**src/rtl/keylock_pkg.sv**
```systemverilog
package keylock_pkg;
  typedef enum logic [1:0] {
    KS_LOCKED = 2'd0,
    KS_FIRST  = 2'd1,
    KS_OPEN   = 2'd2
  } key_state_e;

  localparam int unsigned DATA_W      = 32;
  localparam int unsigned CSR_ERASE_B = 0;
  localparam int unsigned CSR_BUSY_B  = 1;
  localparam int unsigned CSR_OPEN_B  = 2;
endpackage

```
**src/rtl/keylock_decode.sv**
```systemverilog
module keylock_decode #(
  parameter int unsigned           ADDR_W  = 12,
  parameter logic [ADDR_W-1:0]     KEY_OFF = 12'h024,
  parameter logic [ADDR_W-1:0]     CSR_OFF = 12'h018
) (
  input  logic [ADDR_W-1:0]               addr_i,
  input  logic                            we_i,
  input  logic                            re_i,
  input  logic                            erase_i,
  input  logic                            busy_i,
  input  logic                            open_i,
  output logic                            key_we_o,
  output logic                            csr_we_o,
  output logic [keylock_pkg::DATA_W-1:0]  rdata_o
);
  import keylock_pkg::*;

  logic hit_key, hit_csr;
  logic [DATA_W-1:0] csr_word;

  assign hit_key  = (addr_i == KEY_OFF);
  assign hit_csr  = (addr_i == CSR_OFF);
  assign key_we_o = we_i & hit_key;
  assign csr_we_o = we_i & hit_csr;

  always_comb begin
    csr_word              = '0;
    csr_word[CSR_ERASE_B] = erase_i;
    csr_word[CSR_BUSY_B]  = busy_i;
    csr_word[CSR_OPEN_B]  = open_i;
  end

  // key register is write-only
  always_comb begin
    rdata_o = '0;
    if (re_i && hit_csr) rdata_o = csr_word;
  end
endmodule

```
**src/rtl/keylock_seq.sv**
```systemverilog
module keylock_seq #(
  parameter int unsigned        KEY_W   = 8,
  parameter logic [KEY_W-1:0]   KEY_A   = 8'hCA,
  parameter logic [KEY_W-1:0]   KEY_B   = 8'h53
) (
  input  logic             clk_i,
  input  logic             rst_ni,
  input  logic             key_we_i,
  input  logic [KEY_W-1:0] key_i,
  input  logic             csr_we_i,
  output logic             open_o,
  output logic             accept_o
);
  import keylock_pkg::*;

  key_state_e state_q, state_d;

  always_comb begin
    state_d = state_q;
    if (key_we_i) begin
      unique case (state_q)
        KS_FIRST: state_d = (key_i == KEY_B) ? KS_OPEN :
                            (key_i == KEY_A) ? KS_FIRST : KS_LOCKED;
        default:  state_d = (key_i == KEY_A) ? KS_FIRST : KS_LOCKED;
      endcase
    end else if (csr_we_i && state_q == KS_OPEN) begin
      state_d = KS_LOCKED; // one write consumes the unlock
    end
  end

  always_ff @(posedge clk_i or negedge rst_ni) begin
    if (!rst_ni) state_q <= KS_LOCKED;
    else         state_q <= state_d;
  end

  assign open_o   = (state_q == KS_OPEN);
  assign accept_o = csr_we_i & open_o;


  open_from_key_b_chk: assert property (@(posedge clk_i) disable iff (!rst_ni)
    $rose(open_o) |-> $past(key_we_i && key_i == KEY_B && state_q == KS_FIRST));

  wrong_key_locks_chk: assert property (@(posedge clk_i) disable iff (!rst_ni)
    (key_we_i && key_i != KEY_A && !(key_i == KEY_B && state_q == KS_FIRST))
      |=> (state_q == KS_LOCKED));

  accept_relocks_chk: assert property (@(posedge clk_i) disable iff (!rst_ni)
    accept_o |=> !open_o);

  repeat_first_key_chk: assert property (@(posedge clk_i) disable iff (!rst_ni)
    (key_we_i && key_i == KEY_A) |=> (state_q == KS_FIRST));
endmodule

```
**src/rtl/keylock_erase.sv**
```systemverilog
module keylock_erase (
  input  logic clk_i,
  input  logic rst_ni,
  input  logic set_i,
  input  logic done_i,
  output logic pend_o,
  output logic req_o
);
  logic pend_q, req_q, fire;

  assign fire = set_i & ~pend_q;

  always_ff @(posedge clk_i or negedge rst_ni) begin
    if (!rst_ni) begin
      pend_q <= 1'b0;
      req_q  <= 1'b0;
    end else begin
      req_q <= fire;
      if (pend_q && done_i) pend_q <= 1'b0;
      else if (fire)        pend_q <= 1'b1;
    end
  end

  assign pend_o = pend_q;
  assign req_o  = req_q;


  req_single_cycle_chk: assert property (@(posedge clk_i) disable iff (!rst_ni)
    req_o |=> !req_o);

  req_after_set_chk: assert property (@(posedge clk_i) disable iff (!rst_ni)
    req_o |-> ($past(set_i) && pend_o));

  done_clears_chk: assert property (@(posedge clk_i) disable iff (!rst_ni)
    (pend_o && done_i) |=> !pend_o);

  no_req_when_busy_chk: assert property (@(posedge clk_i) disable iff (!rst_ni)
    pend_o |=> !req_o);
endmodule

```
**src/rtl/keylock_erase_guard.sv**
```systemverilog
module keylock_erase_guard #(
  parameter int unsigned ADDR_W = 12,
  parameter int unsigned KEY_W  = 8
) (
  input  logic                            clk_i,
  input  logic                            rst_ni,
  input  logic [ADDR_W-1:0]               addr_i,
  input  logic [keylock_pkg::DATA_W-1:0]  wdata_i,
  input  logic                            we_i,
  input  logic                            re_i,
  output logic [keylock_pkg::DATA_W-1:0]  rdata_o,
  output logic                            erase_req_o,
  input  logic                            erase_done_i
);
  import keylock_pkg::*;

  localparam logic [ADDR_W-1:0] KEY_OFF = ADDR_W'('h024);
  localparam logic [ADDR_W-1:0] CSR_OFF = ADDR_W'('h018);
  localparam logic [KEY_W-1:0]  KEY_A   = KEY_W'('hCA);
  localparam logic [KEY_W-1:0]  KEY_B   = KEY_W'('h53);

  logic key_we, csr_we, open_st, accept, pend;
  logic unused_wdata;

  assign unused_wdata = ^wdata_i[DATA_W-1:KEY_W];

  keylock_decode #(
    .ADDR_W (ADDR_W),
    .KEY_OFF(KEY_OFF),
    .CSR_OFF(CSR_OFF)
  ) u_decode (
    .addr_i  (addr_i),
    .we_i    (we_i),
    .re_i    (re_i),
    .erase_i (pend),
    .busy_i  (pend),
    .open_i  (open_st),
    .key_we_o(key_we),
    .csr_we_o(csr_we),
    .rdata_o (rdata_o)
  );

  keylock_seq #(
    .KEY_W(KEY_W),
    .KEY_A(KEY_A),
    .KEY_B(KEY_B)
  ) u_seq (
    .clk_i   (clk_i),
    .rst_ni  (rst_ni),
    .key_we_i(key_we),
    .key_i   (wdata_i[KEY_W-1:0]),
    .csr_we_i(csr_we),
    .open_o  (open_st),
    .accept_o(accept)
  );

  keylock_erase u_erase (
    .clk_i (clk_i),
    .rst_ni(rst_ni),
    .set_i (accept & wdata_i[CSR_ERASE_B]),
    .done_i(erase_done_i),
    .pend_o(pend),
    .req_o (erase_req_o)
  );


  locked_write_inert_chk: assert property (@(posedge clk_i) disable iff (!rst_ni)
    (we_i && addr_i == CSR_OFF && !open_st && !erase_done_i) |=> ($stable(pend) && !erase_req_o));

  unmapped_write_inert_chk: assert property (@(posedge clk_i) disable iff (!rst_ni)
    (we_i && addr_i != CSR_OFF && addr_i != KEY_OFF && !erase_done_i)
      |=> ($stable(pend) && $stable(open_st)));
endmodule

```
**config.mk**
```make
export PLATFORM = sky130hd
export DESIGN_NAME = keylock_erase_guard
export DESIGN_NICKNAME = d
export VERILOG_FILES = /design/src/rtl/keylock_pkg.sv /design/src/rtl/keylock_decode.sv /design/src/rtl/keylock_seq.sv /design/src/rtl/keylock_erase.sv /design/src/rtl/keylock_erase_guard.sv
export SDC_FILE = /design/constraint.sdc
export NUM_CORES = 1
export LEC_CHECK = 0
export BUFFER_PORTS_ARGS = -buffer_cell sky130_fd_sc_hd__buf_2
export CAP_MARGIN = 25
export CORE_MARGIN = 1.5
export CORE_UTILIZATION = 31
export DETAILED_ROUTE_END_ITERATION = 7
export PLACE_DENSITY = 0.85
export SYNTH_ARGS = -nofsm -noshare
export SYNTH_HDL_FRONTEND = slang
export SYNTH_SLANG_ARGS = --single-unit
```
**constraint.sdc**
```tcl
create_clock -name clk_i -period 2.15 [get_ports clk_i]
set_input_delay 0.3225 -clock clk_i [delete_from_list [all_inputs] [get_ports clk_i]]
set_output_delay 0.3225 -clock clk_i [all_outputs]
set_load 0.005 [all_outputs]
```
== Word level (Yosys, flattened, before mapping) ==
Index checks and enable logic that the tools add are counted.
Storage, ports and cells
  bits in read-only memories: 0
  output and inout bits: 33
  word-level logic and storage cells: 28
  register bits: 4
  input bits: 49
  memories: 0
  memory bits (writable): 0
  bits in latches: 0
Cells by class
  $add $sub $neg: 0
  $mul: 0
  muxes and demuxes: 8
  magnitude comparators: 0
  equality and inequality tests: 6
  reduce and logical (&&, ||, !) cells: 5
  div/mod/pow operators: 0
  shift operators: 0
  bitwise operators: 6
Operator list (count)
  == test 12 x 5 -> 1 bit, second input constant: 1
  == test 12 x 6 -> 1 bit, second input constant: 1
  == test 8 x 7 -> 1 bit, second input constant: 1
  == test 8 bit, second input constant: 1
  two-way mux 2 bit: 4
  bitwise AND 1 bit: 5
  nonzero test 2 bit: 2
  logical AND 1 bit: 3
  two-way mux 1 bit: 3
  two-way mux 3 bit: 1
  == test 2 x 1 -> 1 bit, second input constant: 1
  == test 2 bit, second input constant: 1
  NOT 1 bit: 1

== Depth between registers and ports, before layout ==
  word-level depth: 7
  mapped depth: 4
  depth with buffers taken out: 4

== By module ==
A second synthesis with hierarchy kept.
Unflattened totals
  cell total of the unflattened synthesis: 64
  area total of the unflattened synthesis: 509.2 sq um
Modules (own cells, without submodules)
  keylock_decode: cells each 43, area an instance 305.3 sq um, instances 1, sequential area each 0.0 sq um
  keylock_seq: cells each 15, area an instance 132.6 sq um, instances 1, sequential area each 50.0 sq um
  keylock_erase: cells each 5, area an instance 65.1 sq um, instances 1, sequential area each 50.0 sq um
  keylock_erase_guard: cells each 1, area an instance 6.3 sq um, instances 1, sequential area each 0.0 sq um

== Worst setup path after synthesis ==
OpenSTA, ideal clock, no wires.
  path type: in2out
  from: input addr_i[1]
  to: output rdata_o[1] (netlist bit)
  path slack: 0.800 ns
  buffers on the path: 1
  data required time: 1.827 ns
  cell stages on the path: 4
  arrival time: 1.028 ns
  cells stage by stage: nor4_4 -> nand4_1 -> nor2_1 -> buf_4
On the way
  word-level cells in the longest chain between the ends: 3
RTL lines
  from (decl): line keylock_erase_guard.sv:7  | input logic [ADDR_W-1:0] addr_i,
  == test 12 x 5 -> 1 bit: line keylock_decode.sv:22  | assign hit_csr = (addr_i == CSR_OFF);
  logical AND 1 bit: line keylock_decode.sv:36  | if (re_i && hit_csr) rdata_o = csr_word;
  two-way mux 3 bit: line keylock_decode.sv:36
  to (decl): line keylock_erase_guard.sv:11  | output logic [keylock_pkg::DATA_W-1:0] rdata_o,
Every way passes these cells.

== Final worst setup path ==
  from: input addr_i[1]
  to: output rdata_o[2] (netlist bit)
Same word-level chain as after synthesis.

==> summary.md <==
| Metric | Value |
|---|---|
| Mapped Cells | `58` |
| Final layout net count | `139` |
| GRT overflow | `0` |
| Crit path time final | `roughly 1600 ps` |
| Int Pwr | `around 0.16 mW` |
| Commonest non-fill, non-tap cells in the layout | `conb_1, buf_2, dfrtp_1` |
| Startpoint Class | `primary input` |
| Clk network pwr share | `42.1%` |
| Total track usage | `about 10%` |
| GP Congestion | `about 0.65` |
| Pre-CTS setup slack | `around 600 ps` |
| Final max-slew violation count | `0` |
| Crit path kind | `primary input to output pin` |
| Max-cap violations | `0` |
| Syn_area_per_cell | `just over 9 sq um` |
| Seq/Total Area, Yosys | `between 10% and 20%` |
| RSZ-0062 raised after global routing | `no` |
| Initial core utilization | `approximately a third` |
| TritonCTS buffer count | `3` |
| Layout Cells excl Fill | `104` |
| HPWL Detailed | `approximately 840 um` |
| Global-route wire length before repair | `around 1500 um` |
| Hold Path Class | `primary input to flip-flop` |
| Yosys reg bits | `4` |
| Drc violations | `0` |
| Pleak | `0.348 nW` |
| Vias per inst | `between 4 and 5` |
| Power per cell area | `353 nW/um^2` |
| FMAX | `about 640 MHz` |
| H-tree depth | `1` |
| Vias in the first global route | `roughly 410` |
| Worst setup EP type | `output pin` |
| Antenna Cells | `0` |
| Routed vias | `approximately 430` |
| Core area | `between 1500 and 2000 sq um` |
| Sw Pwr | `0.0567 mW` |
| Post-synthesis cell area | `approximately 540 sq um` |
| Synth cell types | `20` |
| Layout cells sized above 1 | `40.9%` |
| Fin crit share | `between 70% and 80%` |
| Root buffer cell | `clkbuf_4` |
| Clock Sinks | `4` |
| Die width | `about 45 um` |
| Fill cell count | `174` |
| Switching share of power | `26.2%` |
| Clock Latency Late Sink | `between 200 and 250 ps` |
| CTS tree | `yes` |
| Worst-path clk slew | `around 40 ps` |
| Layout Skew | `~0.66 ps` |
| Core Util, Final | `between 30% and 40%` |
| Placed Cells | `100` |
| Worst path arrival time | `about 1200 ps` |
| Setup TNS | `0 ps` |
| Longest Clk Path Bufs | `2` |
| Antenna Nets Post-Route | `0` |
| Peak VDD IR | `196 uV` |
| Logic pwr share | `23.0%` |
| YS warnings | `0` |
| Die height | `about 45 um` |
| Final hold slack | `approximately 260 ps` |
| Total wire length | `just over 900 um` |
| Boundary Pins | `82` |
| Outcome | `finished clean` |
| WL per Instance | `between 8 and 9 um` |
| Area growth from synthesis to layout | `13.4%` |
| Most common cell after layout, fill and taps aside | `conb_1` |
| Worst EP required | `about 1800 ps` |
| Initial antenna violation count | `0` |
| Row count | `14` |
| Iter 0 DRT Violations | `3` |
| Sequential power share | `a little over a third` |
| Postcts setup bufs | `0` |
| PortBufs | `28` |
| Maximum number of pins on one net before global-route repair | `6` |
| Final Hold Viols | `0` |
| Die ar. | `around 2000 sq um` |
| Final setup fails | `0` |
| Setup ws final | `about 600 ps` |
| Initial DRT Pass Iterations | `2` |
| Max FO, Critical Path | `2` |
## power by group through the flow
| stage | clock, mW | sequential (mW) | combinational [mW] |
|---|---|---|---|
| final | 0.0911 | 0.0757 | 0.0497 |
| after floorplan | 0 | 0.0767 | 0.0564 |
| after global routing | 0.105 | 0.0756 | 0.0572 |
| after CTS | 0.0960 | 0.0757 | 0.0491 |
| after detailed placement | 0 | 0.0767 | 0.0476 |
| after global placement | 0 | 0.0767 | 0.0464 |
## metrics by stage
step,power [mW],cell area [sq um]
6_report,0.217,614
4_1_cts,0.221,614
2_1_floorplan,0.133,647
3_3_place_gp,0.123,582
5_1_grt,0.238,614
3_5_place_dp,0.124,582
## repair_timing
| item | in CTS | in global routing |
|---|---|---|
| resized for setup | 0 | 0 |
| hold endpoints to repair | 4 | 0 |
| hold buffers | 1 | 0 |
## Yosys cell counts
library cell / number / area [sq um]
and4bb_1: 1 / 12.5
nand4_1: 3 / 18.8
nor4_1: 1 / 6.26
nor4b_4: 1 / 23.8
nand3_1: 1 / 5.00
a21o_1: 1 / 7.51
nand4b_2: 1 / 15.0
nor4bb_1: 2 / 20.0
a22o_1: 1 / 8.76
dfrtp_1: 4 / 100
buf_4: 30 / 225
o21bai_1: 1 / 7.51
conb_1: 1 / 3.75
o31ai_1: 1 / 7.51
nor4_4: 2 / 42.5
inv_1: 1 / 3.75
o21ai_0: 1 / 5.00
nand2_2: 1 / 6.26
nor2_1: 2 / 7.51
nor3b_1: 2 / 15.0
## state kept, by name (all words and copies together), names as in the netlist
name / count
u_erase.pend_o: 1
u_erase.req_o: 1
u_seq.state_q: 2
## cells by family (layout without fill, tap and decap cells)
logic type             count (synthesis)  after routing  synth area share (%)
buffers and inverters                 31             33                  42.3
AND/OR/NAND/NOR                       17             17                  31.9
other                                  1             29                 0.692
AO/OA/AOI/OAI                          5              5                  6.70
flip-flops                             4              4                  18.5
## worst max-delay path: stages
cell and delay (ps):
buf_2 110, nor4_4 300, nand4_1 160, nor3b_1 200, buf_2 140
## metal layers
metal	wire, um	global-route usage [%]	vias up
li1	-	-	207
met1	318	9.63	189
met2	485	19.7	33
met3	112	5.20	0
met4	0	1.76	0
met5	0	0	-
## cell type report
type                    instances  area (sq um)  share of cell area [%]
inverters                       1          3.75                   0.611
multi-input cells              51           318                    51.7
well taps                      16          20.0                    3.26
flip-flops and latches          4           100                    16.3
clock buffers                   3          22.5                    3.67
repair buffers                 29           150                    24.4
## worst paths after layout
check                                       from                to  slack, ps  cells after the start
max in group asynchronous                 rst_ni  u_seq.state_q[1]       1600                      2
worst min register to register    u_erase.pend_o     u_erase.req_o        490                      1
worst min-delay path                erase_done_i    u_erase.pend_o        260                      2
worst max register to register  u_seq.state_q[1]  u_seq.state_q[1]        880                      4
min in group asynchronous                 rst_ni    u_erase.pend_o        430                      2
worst max-delay path                   addr_i[1]        rdata_o[2]        590                      5
Note: power is estimated with default switching activity, not from simulation.
